==> src/rtl/hostreg_pwrctl_pkg.sv <==
package hostreg_pwrctl_pkg;
    localparam int DATA_W = 8;
    localparam int OFS_W  = 4;

    localparam logic [DATA_W-1:0] CODE_RUN  = 8'h52;
    localparam logic [DATA_W-1:0] CODE_HALT = 8'h48;

    localparam logic [OFS_W-1:0] OFS_STATUS = 4'h3;
    localparam logic [OFS_W-1:0] OFS_HALT   = 4'h9;
    localparam logic [OFS_W-1:0] OFS_CFGDEC = 4'hD;

    typedef enum logic [0:0] {
        PM_RUN  = 1'b0,
        PM_HALT = 1'b1
    } pm_state_t;
endpackage

==> src/rtl/hostreg_addr_dec.sv <==
module hostreg_addr_dec #(
    parameter int ADDR_W = 16,
    parameter int RED_W  = 10,
    parameter int OFS_W  = 4,
    parameter logic [ADDR_W-1:0] BASE_ADDR = 16'h0300
) (
    input  logic [ADDR_W-1:0] addr,
    input  logic              full_dec,
    output logic              hit,
    output logic [OFS_W-1:0]  ofs
);
    localparam int TAG_W = ADDR_W - OFS_W;
    localparam int RTAG  = RED_W - OFS_W;

    logic [TAG_W-1:0] bit_eq;

    // per-line compare of the tag field
    genvar gi;
    generate
        for (gi = 0; gi < TAG_W; gi++) begin : g_cmp
            assign bit_eq[gi] = (addr[gi+OFS_W] == BASE_ADDR[gi+OFS_W]);
        end
    endgenerate

    logic full_eq;
    logic red_eq;
    assign full_eq = &bit_eq;
    assign red_eq  = &bit_eq[RTAG-1:0];

    assign hit = full_dec ? full_eq : red_eq;
    assign ofs = addr[OFS_W-1:0];
endmodule

==> src/rtl/hostreg_access_gate.sv <==
module hostreg_access_gate
    import hostreg_pwrctl_pkg::*;
(
    input  logic             hit,
    input  logic [OFS_W-1:0] ofs,
    input  logic             io_rd,
    input  logic             io_wr,
    input  logic             active,
    input  logic             rom_rd,
    output logic             claim,
    output logic             rd_ok,
    output logic             halt_wr,
    output logic             rom_en
);
    logic to_halt;
    assign to_halt = (ofs == OFS_HALT);

    // the halt-clock register stays reachable with the device inactive
    assign claim   = hit & (io_rd | io_wr) & (active | to_halt);
    assign rd_ok   = hit & io_rd & active;
    assign halt_wr = hit & io_wr & to_halt;
    assign rom_en  = rom_rd & active;
endmodule

==> src/rtl/hostreg_pm_fsm.sv <==
module hostreg_pm_fsm
    import hostreg_pwrctl_pkg::*;
(
    input  logic              clk,
    input  logic              rst_n,
    input  logic              halt_wr,
    input  logic [DATA_W-1:0] wdata,
    input  logic              pwrdn_en,
    output logic              halt_req,
    output logic              running
);
    pm_state_t state_q;
    pm_state_t state_d;

    logic wr_ok;
    assign wr_ok = halt_wr & pwrdn_en;

    // state register
    always_ff @(posedge clk) begin
        if (!rst_n) begin
            state_q <= PM_RUN;
        end else begin
            state_q <= state_d;
        end
    end

    // transitions: T_FORCE has priority, then T_HALT / T_WAKE
    always_comb begin
        state_d = state_q;
        unique case (state_q)
            PM_RUN: begin
                if (pwrdn_en && wr_ok && wdata == CODE_HALT) begin
                    state_d = PM_HALT;                 // T_HALT
                end
            end
            PM_HALT: begin
                if (!pwrdn_en) begin
                    state_d = PM_RUN;                  // T_FORCE
                end else if (wr_ok && wdata == CODE_RUN) begin
                    state_d = PM_RUN;                  // T_WAKE
                end
            end
            default: state_d = PM_RUN;
        endcase
    end

    // outputs
    always_comb begin
        halt_req = 1'b0;
        running  = 1'b1;
        unique case (state_q)
            PM_RUN: begin
                halt_req = 1'b0;
                running  = 1'b1;
            end
            PM_HALT: begin
                halt_req = 1'b1;
                running  = 1'b0;
            end
            default: begin
                halt_req = 1'b0;
                running  = 1'b1;
            end
        endcase
    end
endmodule

==> src/rtl/hostreg_pwrctl.sv <==
module hostreg_pwrctl
    import hostreg_pwrctl_pkg::*;
#(
    parameter int ADDR_W = 16,
    parameter int RED_W  = 10,
    parameter logic [ADDR_W-1:0] BASE_ADDR = 16'h0300
) (
    input  logic              clk,
    input  logic              rst_n,
    input  logic [ADDR_W-1:0] io_addr,
    input  logic              io_rd,
    input  logic              io_wr,
    input  logic [DATA_W-1:0] io_wdata,
    output logic [DATA_W-1:0] io_rdata,
    output logic              io_claim,
    input  logic              rom_rd,
    output logic              rom_rd_en,
    input  logic              pnp_act,
    input  logic              cfg_pwrdn,
    input  logic              cfg_full_dec,
    output logic              act_n,
    output logic              clk_halt_req,
    output logic              clk_running
);
    logic             reg_hit;
    logic [OFS_W-1:0] reg_ofs;
    logic             rd_ok;
    logic             halt_wr;

    hostreg_addr_dec #(
        .ADDR_W   (ADDR_W),
        .RED_W    (RED_W),
        .OFS_W    (OFS_W),
        .BASE_ADDR(BASE_ADDR)
    ) u_dec (
        .addr    (io_addr),
        .full_dec(cfg_full_dec),
        .hit     (reg_hit),
        .ofs     (reg_ofs)
    );

    hostreg_access_gate u_gate (
        .hit    (reg_hit),
        .ofs    (reg_ofs),
        .io_rd  (io_rd),
        .io_wr  (io_wr),
        .active (pnp_act),
        .rom_rd (rom_rd),
        .claim  (io_claim),
        .rd_ok  (rd_ok),
        .halt_wr(halt_wr),
        .rom_en (rom_rd_en)
    );

    hostreg_pm_fsm u_fsm (
        .clk     (clk),
        .rst_n   (rst_n),
        .halt_wr (halt_wr),
        .wdata   (io_wdata),
        .pwrdn_en(cfg_pwrdn),
        .halt_req(clk_halt_req),
        .running (clk_running)
    );

    assign act_n = ~pnp_act;

    // read mux; the halt-clock offset is write-only and reads zero
    always_comb begin
        io_rdata = '0;
        if (rd_ok) begin
            unique case (reg_ofs)
                OFS_STATUS: io_rdata = {{(DATA_W-2){1'b0}}, clk_halt_req, act_n};
                OFS_CFGDEC: io_rdata = {{(DATA_W-1){1'b0}}, cfg_full_dec};
                default:    io_rdata = '0;
            endcase
        end
    end
endmodule

==> config.mk <==
export PLATFORM = sky130hd
export DESIGN_NAME = hostreg_pwrctl
export DESIGN_NICKNAME = d
export VERILOG_FILES = /design/src/rtl/hostreg_pwrctl_pkg.sv /design/src/rtl/hostreg_addr_dec.sv /design/src/rtl/hostreg_access_gate.sv /design/src/rtl/hostreg_pm_fsm.sv /design/src/rtl/hostreg_pwrctl.sv
export SDC_FILE = /design/constraint.sdc
export NUM_CORES = 1
export LEC_CHECK = 0
export ABC_AREA = 1
export ABC_CLOCK_PERIOD_IN_PS = 800
export BUFFER_PORTS_ARGS = -buffer_cell sky130_fd_sc_hd__clkbuf_2
export CAP_MARGIN = 25
export CORE_AREA = 4 4 41 43
export CTS_CLUSTER_SIZE = 30
export DETAILED_ROUTE_END_ITERATION = 6
export DIE_AREA = 0 0 45 47
export GPL_TIMING_DRIVEN = 1
export PLACE_DENSITY = 0.66
export SLEW_MARGIN = 25
export SYNTH_ARGS = -nofsm -noshare
export SYNTH_HDL_FRONTEND = slang
export SYNTH_SLANG_ARGS = --single-unit
==> constraint.sdc <==
create_clock -name clk -period 0.8 [get_ports clk]
set_input_delay 0.12 -clock clk [delete_from_list [all_inputs] [get_ports clk]]
set_output_delay 0.12 -clock clk [all_outputs]
set_load 0.01 [all_outputs]
==> results.env <==
MINIMUM_CLOCK_PERIOD_PS=1120
FP-ROW-COUNT=13
POWER.LEAKAGE_nW=0.306
CRITICAL_PATH_CLASS='in2out'
AREA_DELTA_SYNTH_FINAL_PCT=86.0
DIE_W_UM=45
MULTIINPUTGATEAREA_UM2=238
GRT_ANTENNA_BEFORE_REPAIR=0
IO_BUFFERS=38
GP_CONGESTION=0.652
SYN_AREA_PER_CELL_UM2=5.41
DR.PASS1.ITERS=2
FINALNETCOUNT=126
DIE_H_UM=47
NUMBER_OF_DISTINCT_LIBRARY_CELL_VARIANTS_IN_THE_GATE_LEVEL_NETLIST_AFTER_SYNTHESIS=16
YS_SEQ_AREA_SHARE_PCT=6.99
SYNTHESIS.AREA_UM2=287
POWER-PER-CELL-AREA_nW_PER_UM2=397
VIA_COUNT_OF_THE_FIRST_GLOBAL_ROUTING_PASS=362
MIN_DELAY_WORST_ENDPOINT='u_fsm.state_q$_SDFF_PN0_'
TIMING.CLOCK.SKEW_PS=0
ACHIEVABLE-FREQUENCY_MHz=893
CRITICAL_PATH_PEAK_FANOUT=3
WORSTREG2REGSTART='u_fsm.state_q$_SDFF_PN0_'
CRIT_PATH_CELL_TRACE='clkbuf_2 -> nor2_4 -> nand3_2 -> a21oi_2 -> nand3_2 -> nor4_4 -> buf_2'
FINAL-HOLD-VIOLATION-COUNT=0
IR_DROP_mV=0.132
OUTCOME='finished, violations left'
PATH_CLK_SLEW_PS=0
DESIGN.PORTCOUNT=45
REG.LARGEST.LIST='u_fsm.state_q: 1 flops'
CP.BUFFERS_INVERTERS=2
INITIAL_UTILIZATION_PCT=22.0
FIRST_ITER_VIOLATIONS=4
ENDPOINT_KIND='primary output'
NUM_ANTENNA_CELLS=0
POST-DP-HPWL_UM=892
CTS_SETUP_BUFFERS=0
VIOLATIONS_IN_THE_FINAL_REPORTS='negative setup slack'
FINALNONFILLERCELLS=107
DRT-WIRELENGTH-PER-CELL_UM=8.81
MAXSLEWVIOLCOUNT=0
SEQCELLAREA_UM2=21.3
YOSYSWARNINGCOUNT=0
GRT.TOTAL_USAGE_PCT=7.41
LARGEST_REG_FLOPS=1
FP.COREAREA_UM2=1300
CP_SLOWEST_CELL='sky130_fd_sc_hd__a21oi_2'
CRITICAL_PATH_REQUIRED_PS=680
PLACED_CELLS=107
ANTENNA_LEFT=0
FINAL.SETUP.WORST_SLACK_PS=-320
WORSTSKEWPAIRLATENCY_PS=0
ROUTE.VIAS.TOTAL=437
SETUP_TOTAL_NEGATIVE_SLACK_PS=-1100
PERIOD_SHARE_PCT=140
GRT_PASS1_WL_MM=1.25
FF2FF_SETUP_SLACK_PS=-180
WORST_PATH_LARGEST_CELL_DELAY_PS=190
STARTPOINT_OF_THE_LOWEST_SLACK_HOLD_PATH='rst_n'
CRITICAL-PATH-TOP-CELL-BY-COUNT='sky130_fd_sc_hd__nand3_2'
TIMING.FINAL.SETUP_VIOLATIONS=4
TIMING.HOLD.WORST.CLASS='in2reg'
OVERFLOW=0
FILLERINSTANCES=157
DETAIL_ROUTE.WIRELENGTH_UM=943
MOST_FLOPS_REGISTER='u_fsm.state_q'
POST-ROUTE-UTIL_PCT=41.0
WORST_HOLD_PATH.NUM_CELLS=3
SYNTH_CELLS=53
SETUP_REPAIR_AFTER_GLOBAL_ROUTING_MISSED_ITS_MARGIN='yes'
POST_ROUTE_WORST_HOLD_SLACK_PS=328
POSTSYNTHREGISTERBITS=1
WORSTREG2REGEND='u_fsm.state_q$_SDFF_PN0_'
DIE_AREA_UM2=2120
PATH_DELAY_FAMILY='simple AND/OR/NAND/NOR gates'
SHARE_OF_POST_ROUTE_CELLS_WITH_DRIVE_STRENGTH_ABOVE_1_PCT=55.4
CRIT_PATH_START_KIND='input port'
MAXCAPVIOLATIONS=0
GRT_MAX_DEGREE=5
DRT-VIAS-PER-INSTANCE=4.08
ROUTE.DETAILED.DRC=0
REG2REGPATHDEPTH=5
ARRIVAL_PS=1000
-- report_power, final --
part	leakage (nW)	internal [W]	total (W)	switching (W)
combinational	0.298	0.0000817	0.000161	0.0000792
sequential	0.00857	0.0000508	0.0000508	0.0000000000414
clock	0	0	0	0
total	0.306	0.000133	0.000212	0.0000792
-- metal layers --
metal  routed length [µm]  vias up  GRT usage, %  part of all wire (%)
met1                  361      171          9.03                    38
met2                  435       28          15.0                    46
met3                  146        0         0.383                    15
li1                     -      238             -                     -
met4                    0        0             0                     0
met5                    0        -             0                     0
-- cell usage in the layout (no fill, tap or decap) --
master	netlist	final
sky130_fd_sc_hd__a21oi_1	2	1
sky130_fd_sc_hd__a21oi_2	1	2
sky130_fd_sc_hd__buf_2	0	3
sky130_fd_sc_hd__buf_4	6	2
sky130_fd_sc_hd__buf_6	0	2
sky130_fd_sc_hd__clkbuf_2	0	33
sky130_fd_sc_hd__conb_1	1	6
sky130_fd_sc_hd__dfxtp_2	0	1
sky130_fd_sc_hd__inv_1	10	10
sky130_fd_sc_hd__nand2_1	5	4
sky130_fd_sc_hd__nand2_2	0	1
sky130_fd_sc_hd__nand3_1	6	5
sky130_fd_sc_hd__nand3_2	1	2
sky130_fd_sc_hd__nand3b_1	2	2
sky130_fd_sc_hd__nand4_1	2	2
sky130_fd_sc_hd__nor2_1	11	9
sky130_fd_sc_hd__nor2_2	1	2
sky130_fd_sc_hd__nor2_4	0	1
sky130_fd_sc_hd__nor3_1	2	1
sky130_fd_sc_hd__nor3_2	0	1
sky130_fd_sc_hd__nor4_4	0	1
sky130_fd_sc_hd__o21ai_1	0	1
-- cell families after synthesis --
| logic type | count (synthesis) | share of synthesized area (%) |
|---|---|---|
| and+or+nand+nor | 31 | 54.6 |
| buffers and inverters | 16 | 28.8 |
| AOI/OAI and AO/OA | 4 | 8.30 |
| DFF | 1 | 6.99 |
| other | 1 | 1.31 |
-- worst max-delay path by stage --
stage	start	cells past startpoint	slack [ps]	endpoint
global placement	io_addr[11]	7	-320	io_rdata[1]
global route	io_addr[4]	7	-430	io_rdata[1]
CTS	io_addr[11]	7	-340	io_rdata[1]
detailed placement	io_addr[11]	7	-340	io_rdata[1]
floorplan	u_fsm.state_q$_SDFF_PN0_	5	-100	u_fsm.state_q$_SDFF_PN0_
finish	io_addr[11]	7	-320	io_rdata[1]
-- through the flow --
step | cell area [µm²] | total power [W] | setup slack, ps
floorplan | 333 | 0.000124 | -103
global placement | 512 | 0.000200 | -317
detailed placement | 512 | 0.000203 | -340
CTS | 517 | 0.000206 | -340
global route | 533 | 0.000229 | -433
finish | 533 | 0.000212 | -320
-- tightest hold or removal path: stages --
cell                       delay [ps]
sky130_fd_sc_hd__clkbuf_2          80
sky130_fd_sc_hd__inv_1             60
sky130_fd_sc_hd__a21oi_2           30
-- final cells by class --
| class | count | area share (%) |
|---|---|---|
| Inverter | 10 | 7.04 |
| Sequential cell | 1 | 3.99 |
| Multi-Input combinational cell | 41 | 44.6 |
| Tap cell | 15 | 3.52 |
| Timing Repair Buffer | 40 | 40.8 |
-- cells in the mapped netlist --
library cell               instances  area, µm²
sky130_fd_sc_hd__nor2_2            1       6.26
sky130_fd_sc_hd__nor2_1           11       41.3
sky130_fd_sc_hd__o21ai_0           1       5.00
sky130_fd_sc_hd__nor3_1            2       10.0
sky130_fd_sc_hd__dfxtp_1           1       20.0
sky130_fd_sc_hd__a21oi_1           2       10.0
sky130_fd_sc_hd__a21oi_2           1       8.76
sky130_fd_sc_hd__conb_1            1       3.75
sky130_fd_sc_hd__inv_1            10       37.5
sky130_fd_sc_hd__nand2_1           5       18.8
sky130_fd_sc_hd__nand3_1           6       30.0
sky130_fd_sc_hd__nand3_2           1       10.0
sky130_fd_sc_hd__buf_4             6       45.0
sky130_fd_sc_hd__nand4_1           2       12.5
sky130_fd_sc_hd__nand3b_1          2       15.0
sky130_fd_sc_hd__nor4_2            1       12.5
-- timing repair --
| action | 4_1_cts | 5_1_grt |
|---|---|---|
| pin swaps | 0 | 2 |
| gates resized for setup | 2 | 6 |
| hold buffers | 0 | 0 |
| endpoints found under the setup margin | 4 | 4 |
Note: power is estimated with default switching activity, not from simulation.
